## config.mk

```make
export PLATFORM = sky130hd
export DESIGN_NAME = pll_div_chain
export DESIGN_NICKNAME = d
export VERILOG_FILES = /design/src/rtl/pll_div_pkg.sv /design/src/rtl/ratio_div.sv /design/src/rtl/swallow_div.sv /design/src/rtl/lock_watch.sv /design/src/rtl/pll_div_chain.sv
export SDC_FILE = /design/constraint.sdc
export NUM_CORES = 1
export LEC_CHECK = 0
export ABC_AREA = 1
export BUFFER_PORTS_ARGS = -buffer_cell sky130_fd_sc_hd__buf_2
export CORE_MARGIN = 2
export CORE_UTILIZATION = 65
export CTS_BUF_LIST = sky130_fd_sc_hd__clkbuf_8
export CTS_CLUSTER_SIZE = 24
export DETAILED_ROUTE_END_ITERATION = 7
export PLACE_DENSITY = 0.87
export REMOVE_ABC_BUFFERS = 1
export SLEW_MARGIN = 20
export SYNTH_ARGS = -nofsm -noshare
export SYNTH_HDL_FRONTEND = slang
export SYNTH_SLANG_ARGS = --single-unit
```

## constraint.sdc

```tcl
create_clock -name clk -period 6.32 [get_ports clk]
set_input_delay 0.948 -clock clk [delete_from_list [all_inputs] [get_ports clk]]
set_output_delay 0.948 -clock clk [all_outputs]
set_load 0.01 [all_outputs]
```

## src/rtl/pll_div_pkg.sv

```systemverilog
package pll_div_pkg;
    localparam int PRE_MOD   = 32;
    localparam int MAIN_W    = 4;
    localparam int SWAL_W    = 5;
    localparam int MAIN_BASE = 80;
    localparam int RATIO_LO  = 6;
    localparam int RATIO_HI  = 8;
    localparam int LOCK_WIN  = 8;
    localparam int LOCK_NEED = 16;

    typedef enum logic [1:0] {
        LK_IDLE     = 2'd0,
        LK_WAIT_FB  = 2'd1,
        LK_WAIT_REF = 2'd2
    } lk_state_e;
endpackage

```

## src/rtl/ratio_div.sv

```systemverilog
module ratio_div #(
    parameter int LO = pll_div_pkg::RATIO_LO,
    parameter int HI = pll_div_pkg::RATIO_HI
) (
    input  logic clk,
    input  logic rst_n,
    input  logic tick,
    input  logic sel,
    output logic pulse_o,
    output logic tog_o
);
    localparam int CW = $clog2(HI + 1);

    typedef struct packed {
        logic          start;
        logic [CW-1:0] cnt;
        logic [CW-1:0] lim;
        logic          pulse;
        logic          tog;
    } rd_t;

    rd_t st_d, st_q;
    logic [CW-1:0] lim_use;
    logic [CW-1:0] cnt_nx;

    always_comb begin
        st_d       = st_q;
        st_d.pulse = 1'b0;
        lim_use    = st_q.start ? (sel ? CW'(HI) : CW'(LO)) : st_q.lim;
        cnt_nx     = st_q.start ? CW'(1) : st_q.cnt + 1'b1;
        if (tick) begin
            st_d.start = 1'b0;
            st_d.lim   = lim_use;
            st_d.cnt   = cnt_nx;
            if (cnt_nx == lim_use) begin
                st_d.start = 1'b1;
                st_d.cnt   = '0;
                st_d.pulse = 1'b1;
                st_d.tog   = ~st_q.tog;
            end
        end
    end

    always_ff @(posedge clk or negedge rst_n) begin
        if (!rst_n) st_q <= '{start: 1'b1, default: '0};
        else        st_q <= st_d;
    end

    assign pulse_o = st_q.pulse;
    assign tog_o   = st_q.tog;

    a_r10_ref_single: assert property (@(posedge clk) disable iff (!rst_n)
        st_q.pulse |=> !st_q.pulse);
    a_r1_cnt_below_lim: assert property (@(posedge clk) disable iff (!rst_n)
        !st_q.start |-> (st_q.cnt < st_q.lim));
endmodule

```

## src/rtl/swallow_div.sv

```systemverilog
module swallow_div #(
    parameter int MAIN_W    = pll_div_pkg::MAIN_W,
    parameter int SWAL_W    = pll_div_pkg::SWAL_W,
    parameter int MAIN_BASE = pll_div_pkg::MAIN_BASE,
    parameter int PRE_MOD   = pll_div_pkg::PRE_MOD
) (
    input  logic              clk,
    input  logic              rst_n,
    input  logic              tick,
    input  logic [MAIN_W-1:0] main_code,
    input  logic [SWAL_W-1:0] swal_code,
    output logic              pulse_o,
    output logic              tog_o
);
    localparam int PW = $clog2(PRE_MOD + 2);
    localparam int MW = $clog2(MAIN_BASE + (1 << MAIN_W));

    typedef struct packed {
        logic              start;
        logic [PW-1:0]     pc;
        logic [MW-1:0]     m_rem;
        logic [SWAL_W-1:0] s_rem;
        logic              pulse;
        logic              tog;
    } sd_t;

    sd_t st_d, st_q;
    logic [MW-1:0]     m_cur;
    logic [SWAL_W-1:0] s_cur;
    logic [PW-1:0]     pc_nx;
    logic [PW-1:0]     modulus;

    always_comb begin
        st_d       = st_q;
        st_d.pulse = 1'b0;
        m_cur   = st_q.start ? MW'(MAIN_BASE) + MW'(main_code) : st_q.m_rem;
        s_cur   = st_q.start ? swal_code : st_q.s_rem;
        pc_nx   = st_q.start ? PW'(1) : st_q.pc + 1'b1;
        modulus = (s_cur != '0) ? PW'(PRE_MOD + 1) : PW'(PRE_MOD);
        if (tick) begin
            st_d.start = 1'b0;
            st_d.pc    = pc_nx;
            st_d.m_rem = m_cur;
            st_d.s_rem = s_cur;
            if (pc_nx == modulus) begin
                st_d.pc    = '0;
                st_d.s_rem = (s_cur != '0) ? s_cur - 1'b1 : s_cur;
                if (m_cur == MW'(1)) begin
                    st_d.start = 1'b1;
                    st_d.m_rem = '0;
                    st_d.s_rem = '0;
                    st_d.pulse = 1'b1;
                    st_d.tog   = ~st_q.tog;
                end else begin
                    st_d.m_rem = m_cur - 1'b1;
                end
            end
        end
    end

    always_ff @(posedge clk or negedge rst_n) begin
        if (!rst_n) st_q <= '{start: 1'b1, default: '0};
        else        st_q <= st_d;
    end

    assign pulse_o = st_q.pulse;
    assign tog_o   = st_q.tog;

    a_r2_swallow_le_main: assert property (@(posedge clk) disable iff (!rst_n)
        !st_q.start |-> (MW'(st_q.s_rem) <= st_q.m_rem));
    a_r10_fb_single: assert property (@(posedge clk) disable iff (!rst_n)
        st_q.pulse |=> !st_q.pulse);
endmodule

```

## src/rtl/lock_watch.sv

```systemverilog
module lock_watch
    import pll_div_pkg::*;
#(
    parameter int WIN  = LOCK_WIN,
    parameter int NEED = LOCK_NEED
) (
    input  logic clk,
    input  logic rst_n,
    input  logic ref_i,
    input  logic fb_i,
    input  logic vco_en,
    output logic lock_o
);
    localparam int WC = $clog2(WIN + 1);
    localparam int GC = $clog2(NEED + 1);

    typedef struct packed {
        lk_state_e     st;
        logic [WC-1:0] wcnt;
        logic [GC-1:0] good;
        logic          lock;
    } lw_t;

    lw_t lw_d, lw_q;
    logic good_ev, bad_ev;
    logic [GC-1:0] good_nx;

    always_comb begin
        lw_d    = lw_q;
        good_ev = 1'b0;
        bad_ev  = 1'b0;
        unique case (lw_q.st)
            LK_WAIT_FB, LK_WAIT_REF: begin
                if ((lw_q.st == LK_WAIT_FB) ? fb_i : ref_i) begin
                    good_ev = 1'b1;
                    lw_d.wcnt = '0;
                    lw_d.st = ((lw_q.st == LK_WAIT_FB) ? ref_i : fb_i) ? lw_q.st : LK_IDLE;
                end else if ((lw_q.st == LK_WAIT_FB) ? ref_i : fb_i) begin
                    bad_ev    = 1'b1;
                    lw_d.wcnt = '0;
                end else if (vco_en) begin
                    if (lw_q.wcnt == WC'(WIN)) begin
                        bad_ev    = 1'b1;
                        lw_d.st   = LK_IDLE;
                        lw_d.wcnt = '0;
                    end else begin
                        lw_d.wcnt = lw_q.wcnt + 1'b1;
                    end
                end
            end
            default: begin
                lw_d.wcnt = '0;
                if (ref_i && fb_i) good_ev = 1'b1;
                else if (ref_i)    lw_d.st = LK_WAIT_FB;
                else if (fb_i)     lw_d.st = LK_WAIT_REF;
            end
        endcase
        good_nx = (lw_q.good == GC'(NEED)) ? lw_q.good : lw_q.good + 1'b1;
        if (bad_ev) begin
            lw_d.good = '0;
            lw_d.lock = 1'b0;
        end else if (good_ev) begin
            lw_d.good = good_nx;
            lw_d.lock = (good_nx == GC'(NEED));
        end
    end

    always_ff @(posedge clk or negedge rst_n) begin
        if (!rst_n) lw_q <= '{st: LK_IDLE, default: '0};
        else        lw_q <= lw_d;
    end

    assign lock_o = lw_q.lock;

    a_r7_rise_after_pulse: assert property (@(posedge clk) disable iff (!rst_n)
        $rose(lw_q.lock) |-> $past(ref_i || fb_i));
    a_r8_window_bound: assert property (@(posedge clk) disable iff (!rst_n)
        lw_q.wcnt <= WC'(WIN));
    a_r7_lock_needs_count: assert property (@(posedge clk) disable iff (!rst_n)
        lw_q.lock |-> (lw_q.good == GC'(NEED)));
endmodule

```

## src/rtl/pll_div_chain.sv

```systemverilog
module pll_div_chain
    import pll_div_pkg::*;
(
    input  logic              clk,
    input  logic              rst_n,
    input  logic              ref_en,
    input  logic              vco_en,
    input  logic              ref_sel,
    input  logic [MAIN_W-1:0] main_code,
    input  logic [SWAL_W-1:0] swal_code,
    input  logic [2:0]        test_sel,
    output logic              ref_pulse,
    output logic              fb_pulse,
    output logic              status
);
    logic ref_tog, fb_tog, lock;

    ratio_div #(.LO(RATIO_LO), .HI(RATIO_HI)) u_ref (
        .clk(clk), .rst_n(rst_n), .tick(ref_en), .sel(ref_sel),
        .pulse_o(ref_pulse), .tog_o(ref_tog)
    );

    swallow_div #(.MAIN_W(MAIN_W), .SWAL_W(SWAL_W), .MAIN_BASE(MAIN_BASE),
                  .PRE_MOD(PRE_MOD)) u_fb (
        .clk(clk), .rst_n(rst_n), .tick(vco_en), .main_code(main_code),
        .swal_code(swal_code), .pulse_o(fb_pulse), .tog_o(fb_tog)
    );

    lock_watch #(.WIN(LOCK_WIN), .NEED(LOCK_NEED)) u_lock (
        .clk(clk), .rst_n(rst_n), .ref_i(ref_pulse), .fb_i(fb_pulse),
        .vco_en(vco_en), .lock_o(lock)
    );

    always_comb begin
        case (test_sel)
            3'b000, 3'b100: status = lock;
            3'b001, 3'b101: status = fb_tog;
            3'b010, 3'b110: status = ref_tog;
            3'b111:         status = ref_pulse;
            default:        status = 1'b0;
        endcase
    end

    a_r6_quiet_code: assert property (@(posedge clk) disable iff (!rst_n)
        (test_sel == 3'b011) |-> !status);
endmodule

```

# [Word-level counts from Yosys, hierarchy flattened]
# Cells that the tools add are included.
# W data, S select, Z words.
[op_classes] addsub=7 n_bitwise=2 n_mux=41 reduce_logical=12 eq_ne=19
[ops] cell="$mux W6" n=6
[ops] cell="$mux W21" n=1
[ops] cell="$mux W7" n=3
[ops] cell="$mux W4" n=5
[ops] cell="$mux W5" n=4
[ops] cell="$mux W2" n=9
[ops] cell="$eq A3 B3 Y1 const B" n=4
[ops] cell="$mux W1" n=12
[ops] cell="$eq A5 B5 Y1 const B" n=2
[ops] cell="$add A4 B1 Y4 const B" n=2
[ops] cell="$reduce_or A2 Y1" n=4
[ops] cell="$add A7 B4 Y7 const A" n=1
[ops] cell="$eq A7 B1 Y1 const B" n=1
[ops] cell="$sub A7 B1 Y7 const B" n=1
[ops] cell="$add A6 B1 Y6 const B" n=1
[ops] cell="$eq A6 B6 Y1" n=1
[ops] cell="$add A5 B1 Y5 const B" n=1
[ops] cell="$reduce_and A5 Y1" n=1
[ops] cell="$reduce_bool A5 Y1" n=1
[ops] cell="$sub A5 B1 Y5 const B" n=1
[ops] cell="$eq A4 B4 Y1" n=1
[ops] cell="$eq A4 B4 Y1 const B" n=1
[ops] cell="$ne A2 B2 Y1 const B" n=2
[ops] cell="$ne A4 B2 Y1 const B" n=1
[ops] cell="14 further kinds" n=15
[totals] reg_bits=44 input_bits=17 out_inout_bits=3

# [Longest topological paths before layout]
[depth] depth_word=7 ltp_mapped=18 ltp_nobuf=15

# [Hierarchy]
# Synthesis repeated with hierarchy kept, for this count alone.
[unflattened] cells_unflattened=465 area_unflattened_um2=3125.5
[by_module_without_submodules] module="swallow_div" instances=1 area_each_um2=1655.3 cells_per_inst=257
[by_module_without_submodules] module="lock_watch" instances=1 area_each_um2=829.5 cells_per_inst=118
[by_module_without_submodules] module="ratio_div" instances=1 area_each_um2=590.6 cells_per_inst=77
[by_module_without_submodules] module="pll_div_chain" instances=1 area_each_um2=50.0 cells_per_inst=13

# [Least setup slack after synthesis]
# Ideal clock, no wire load.
[synth_timing] path_kind="input port to output port" from="in test_sel[0]" to="out status" t_required_ns=5.372 arrival_time_ns=1.438 path_slack_ns=3.934 path_stages=2 path_buffers=0 path_cell_list="or2_2 a21oi_1"
[synth_via] elab_chain_len=3 elab_cells_between_ends=11 cone_classes="6 x eq/ne; 1 x mux; 4 x reduce/logical"
[synth_rtl] element="start: declaration" line_no="pll_div_chain.sv:11" source="input logic [2:0] test_sel,"
[synth_rtl] element="$eq A3 B2 Y1 (tied with other cells)" line_no="pll_div_chain.sv:35" source="case (test_sel)"
[synth_rtl] element="$reduce_or A2 Y1" line_no="pll_div_chain.sv:35"
[synth_rtl] element="$pmux W1 S4 *" line_no="pll_div_chain.sv:35"
[synth_rtl] element="end: declaration" line_no="pll_div_chain.sv:14" source="output logic status"
# Every way passes the cells marked *; elsewhere a longest branch is shown, timed or not.

# [Worst setup path after layout]
[layout_timing] from="reg u_fb.st_q[20] (netlist name)" to="reg u_fb.st_q, in the netlist u_fb.tog_o"
[layout_via] elab_chain_len=5 elab_cells_between_ends=8 cone_classes="2 x eq/ne; 4 x mux; 2 x reduce/logical"
[layout_rtl] element="start: declaration" line_no="swallow_div.sv:27" source="sd_t st_d, st_q;"
[layout_rtl] element="start signal: assignment" line_no="swallow_div.sv:63" source="else st_q <= st_d;"
[layout_rtl] element="$mux W5" line_no="swallow_div.sv:37" source="s_cur = st_q.start ? swal_code : st_q.s_rem;"
[layout_rtl] element="$reduce_bool A5 Y1" line_no="swallow_div.sv:39" source="modulus = (s_cur != '0) ? PW'(PRE_MOD + 1) : PW'(PRE_MOD);"
[layout_rtl] element="$mux W1" line_no="swallow_div.sv:39"
[layout_rtl] element="$eq A6 B6 Y1" line_no="swallow_div.sv:45" source="if (pc_nx == modulus) begin"
[layout_rtl] element="$reduce_and A3 Y1 (no source line) *"
# Marked as above.
# A chain may end at the register's enable or synchronous reset.

==> qor.csv <==
stage,metric,value,unit
run_status,status,finished clean,
clocking,CTS buffer count,5,
cells_and_area,proportion of layout cells with a drive suffix above 1,16.2,%
placement,HPWL after DPL,4160,µm
drt,Pre-antenna DRT Iters,5,
flow_run,Max-Cap Viols,0,
worst_setup_path,Worst EP required,6.52,ns
hold_path,"Endpoint, Worst Hold",u_lock.lw_q[11]$_DFFE_PN0P_,
worst_setup_path,Critical path buffers and inverters,3,
worst_setup_path,"Max FO, Critical Path",18,
floorplanning,# rows,24,
worst_setup_path,data arrival time of the worst path,3.00,ns
pwr,pwr dens,512,mW/mm²
timing,Slew HR,51.4,%
worst_setup_path,worst-path cell chain,inv_4 -> nand2_1 -> nand2_1 -> ha_1 -> inv_1 -> nor2_8 -> nand2_4 -> nand2_2 -> nand2_2 -> nand4_4 -> inv_4 -> nand2_1 -> nand2_1 -> nand2_1,
hold_path,hold depth,2,
worst_setup_path,Top delay family on crit path,simple AND/OR/NAND/NOR gates,
cells_and_area,synthesis-to-finish area growth,6.59,%
clocking,cts repair resizes,0,
floorplanning,Die Area,0.00514,mm²
cells_and_area,Nets,454,
synth,cell count after synthesis,409,
timing,Tcrit/Tclk final,44.2,%
grt,initial antenna violation count,0,
timing,setup TNS,0,ns
worst_setup_path,Crit. End Element,register,
clocking,clk sinks,44,
placement,port bufs,19,
worst_setup_path,worst r2r path cells,14,
synth,"Seq/Total Area, Yosys",37.0,%
worst_setup_path,R2R Path Start,u_fb.st_q[20]$_DFFE_PN1P_,
worst_setup_path,reg-to-reg setup timing slack,3.53,ns
timing,Tmin final,2.79,ns
synth,Post-synth EDFFs,0,
synth,Syn Area/Cell,7.28,µm²
clocking,htree depth,2,
hold_path,HP Start,u_lock.lw_q[11]$_DFFE_PN0P_,
pwr,Leakage,0.00174,µW
grt,grt total ovfl,0,
grt,vias in the first global route,2408,
synth,Yosys warnings,0,
drt,Detail Route Antenna Nets,0,
cells_and_area,fin util,72.4,%
worst_setup_path,critical path class,register to register,
cells_and_area,most common library cell in the layout ignoring fill and taps,nand2_1,
clocking,Longest Clk Path Bufs,2,
timing,Post-Route Skew,0.00913,ns
worst_setup_path,CP max stage delay,0.81,ns
clocking,post-CTS setup buffers,0,
synth,"FFs w/ async S/R, synth",100,%
cells_and_area,ant diodes,0,
timing,Final Slew Violations,0,
drt,routed len/inst,12.4,µm
cells_and_area,most frequent cells in the layout,"nand2_1 (125), inv_1 (51), nand3_1 (46), dfrtp_1 (42), o21ai_0 (25)",
floorplanning,Placeable Area,0.00438,mm²
grt,global-route wire length before repair,10400,µm
synth,Post-synth top flop,dfrtp_1,
pwr,worst IR drop on VDD,0.250,mV
clocking,root buf cell,clkbuf_8,
synth,synthesized area,0.00298,mm²
timing,Worst-Margin Slew,0.729,ns
synth,number of synthesized register bits,44,
worst_setup_path,CP startpoint kind,register,
floorplanning,Starting Density,68.0,%
floorplanning,Die W,71.7,µm
grt,largest net degree at the start of global routing,45,
placement,routability cong.,0.880,
timing,"Hold Violations, Final",0,
clocking,TritonCTS clock tree,yes,
drt,Residual DRC,0,
floorplanning,die height,71.7,µm
drt,Vias,2607,
synth,post-synth cell types,36,
clocking,Worst-Skew Late Latency,0.31,ns
drt,Routed WL,5930,µm
worst_setup_path,cell mode on critical path,nand2_1,
timing,FMAX,358,MHz
hold_path,Hold/Removal Path Class,register to register,
timing,RSZ-0062 raised after global routing,no,
worst_setup_path,Worst path depth,14,
grt,All-Layer GR Usage,25.2,%
timing,Setup Viol. Count Final,0,
clocking,# hold bufs at CTS,0,
drt,Via density,5.44,
clocking,Clock transition at path regs,0.09,ns
drt,Iter 0 DRT Violations,207,
worst_setup_path,CP max-delay cell,dfstp_2,
worst_setup_path,R2R Path End,u_fb.tog_o$_DFFE_PN0P_,
floorplanning,boundary pin count,20,
-- where the power goes --
group | internal [µW] | switching, µW | total, µW
sequential | 394 | 93.7 | 487
clock | 119 | 108 | 227
combinational | 338 | 574 | 913
-- worst max path at each step --
stage / endpoint / slack (ns) / start
6_report: u_fb.tog_o$_DFFE_PN0P_ / 3.53 / u_fb.st_q[20]$_DFFE_PN1P_
5_1_grt: u_fb.tog_o$_DFFE_PN0P_ / 3.33 / u_fb.st_q[20]$_DFFE_PN1P_
4_1_cts: u_fb.tog_o$_DFFE_PN0P_ / 3.54 / u_fb.st_q[20]$_DFFE_PN1P_
3_5_place_dp: u_fb.tog_o$_DFFE_PN0P_ / 3.51 / swal_code[0]
3_3_place_gp: u_fb.tog_o$_DFFE_PN0P_ / 3.64 / swal_code[0]
2_1_floorplan: u_fb.tog_o$_DFFE_PN0P_ / 3.90 / swal_code[0]
-- registers in the layout, indices dropped and copies added (netlist names) --
register       cells
u_fb.st_q         19
u_ref.pulse_o      1
u_lock.lock_o      1
u_fb.pulse_o       1
u_lock.lw_q       11
u_fb.tog_o         1
u_ref.st_q         9
u_ref.tog_o        1
-- synthesized netlist by cell type, drive strengths merged (2+ instances only) --
master	instances	area share, %
a21oi	5	0.84
ha	11	4.6
a31oi	3	0.63
nand3b	2	0.50
buf	6	2.4
inv	55	7.1
nand2	145	20
or2	4	0.84
o22ai	7	1.5
dfstp	2	1.8
nand4	7	2.0
clkbuf	3	0.38
dfrtp	42	35
nor2	29	5.4
xor2	7	2.1
o21ai	28	5.0
nand3	47	8.1
-- tightest hold or removal path, delay by kind of cell (launching register included) --
| kind | cells | cell delay [ns] |
|---|---|---|
| flops | 1 | 0.35 |
| simple gates | 1 | 0.05 |
| compound gates | 1 | 0.05 |
-- logic make-up after synthesis --
logic type	Yosys count	share of synthesized area [%]
simple gates	236	37.5
buf+inv	64	9.83
compound gates	46	8.65
flops	44	37.0
fa+ha+maj	11	4.62
xor+xnor	8	2.35
-- through the flow --
step	cells	hold slack, ns	setup slack, ns	power, µW	area, µm²
6_report	479	0.488	3.53	1630	3180
3_5_place_dp	471	0.468	3.51	1390	3060
5_1_grt	479	0.524	3.33	1780	3180
3_3_place_gp	471	0.463	3.64	1350	3060
4_1_cts	479	0.491	3.54	1630	3170
2_1_floorplan	400	0.449	3.90	1220	2900
-- metal layers --
| layer | wire length, µm | up-vias | global-route usage, % |
|---|---|---|---|
| met3 | 229 | 9 | 3.38 |
| li1 | - | 1344 | - |
| met2 | 2970 | 56 | 44.2 |
| met4 | 91 | 0 | 8.60 |
| met1 | 2650 | 1198 | 32.0 |
| met5 | 0 | - | 0 |
-- layout make-up --
| cell class | instances | area, µm² |
|---|---|---|
| clock buffers | 5 | 68.8 |
| well taps | 52 | 65.1 |
| clock inverters | 3 | 46.3 |
| repair buffers | 19 | 97.6 |
| flip-flops and latches | 44 | 1100 |
| multi-input cells | 301 | 1580 |
| inverters | 55 | 211 |
| fillers | 339 | 1210 |
Note: power is estimated with default switching activity, not from simulation.
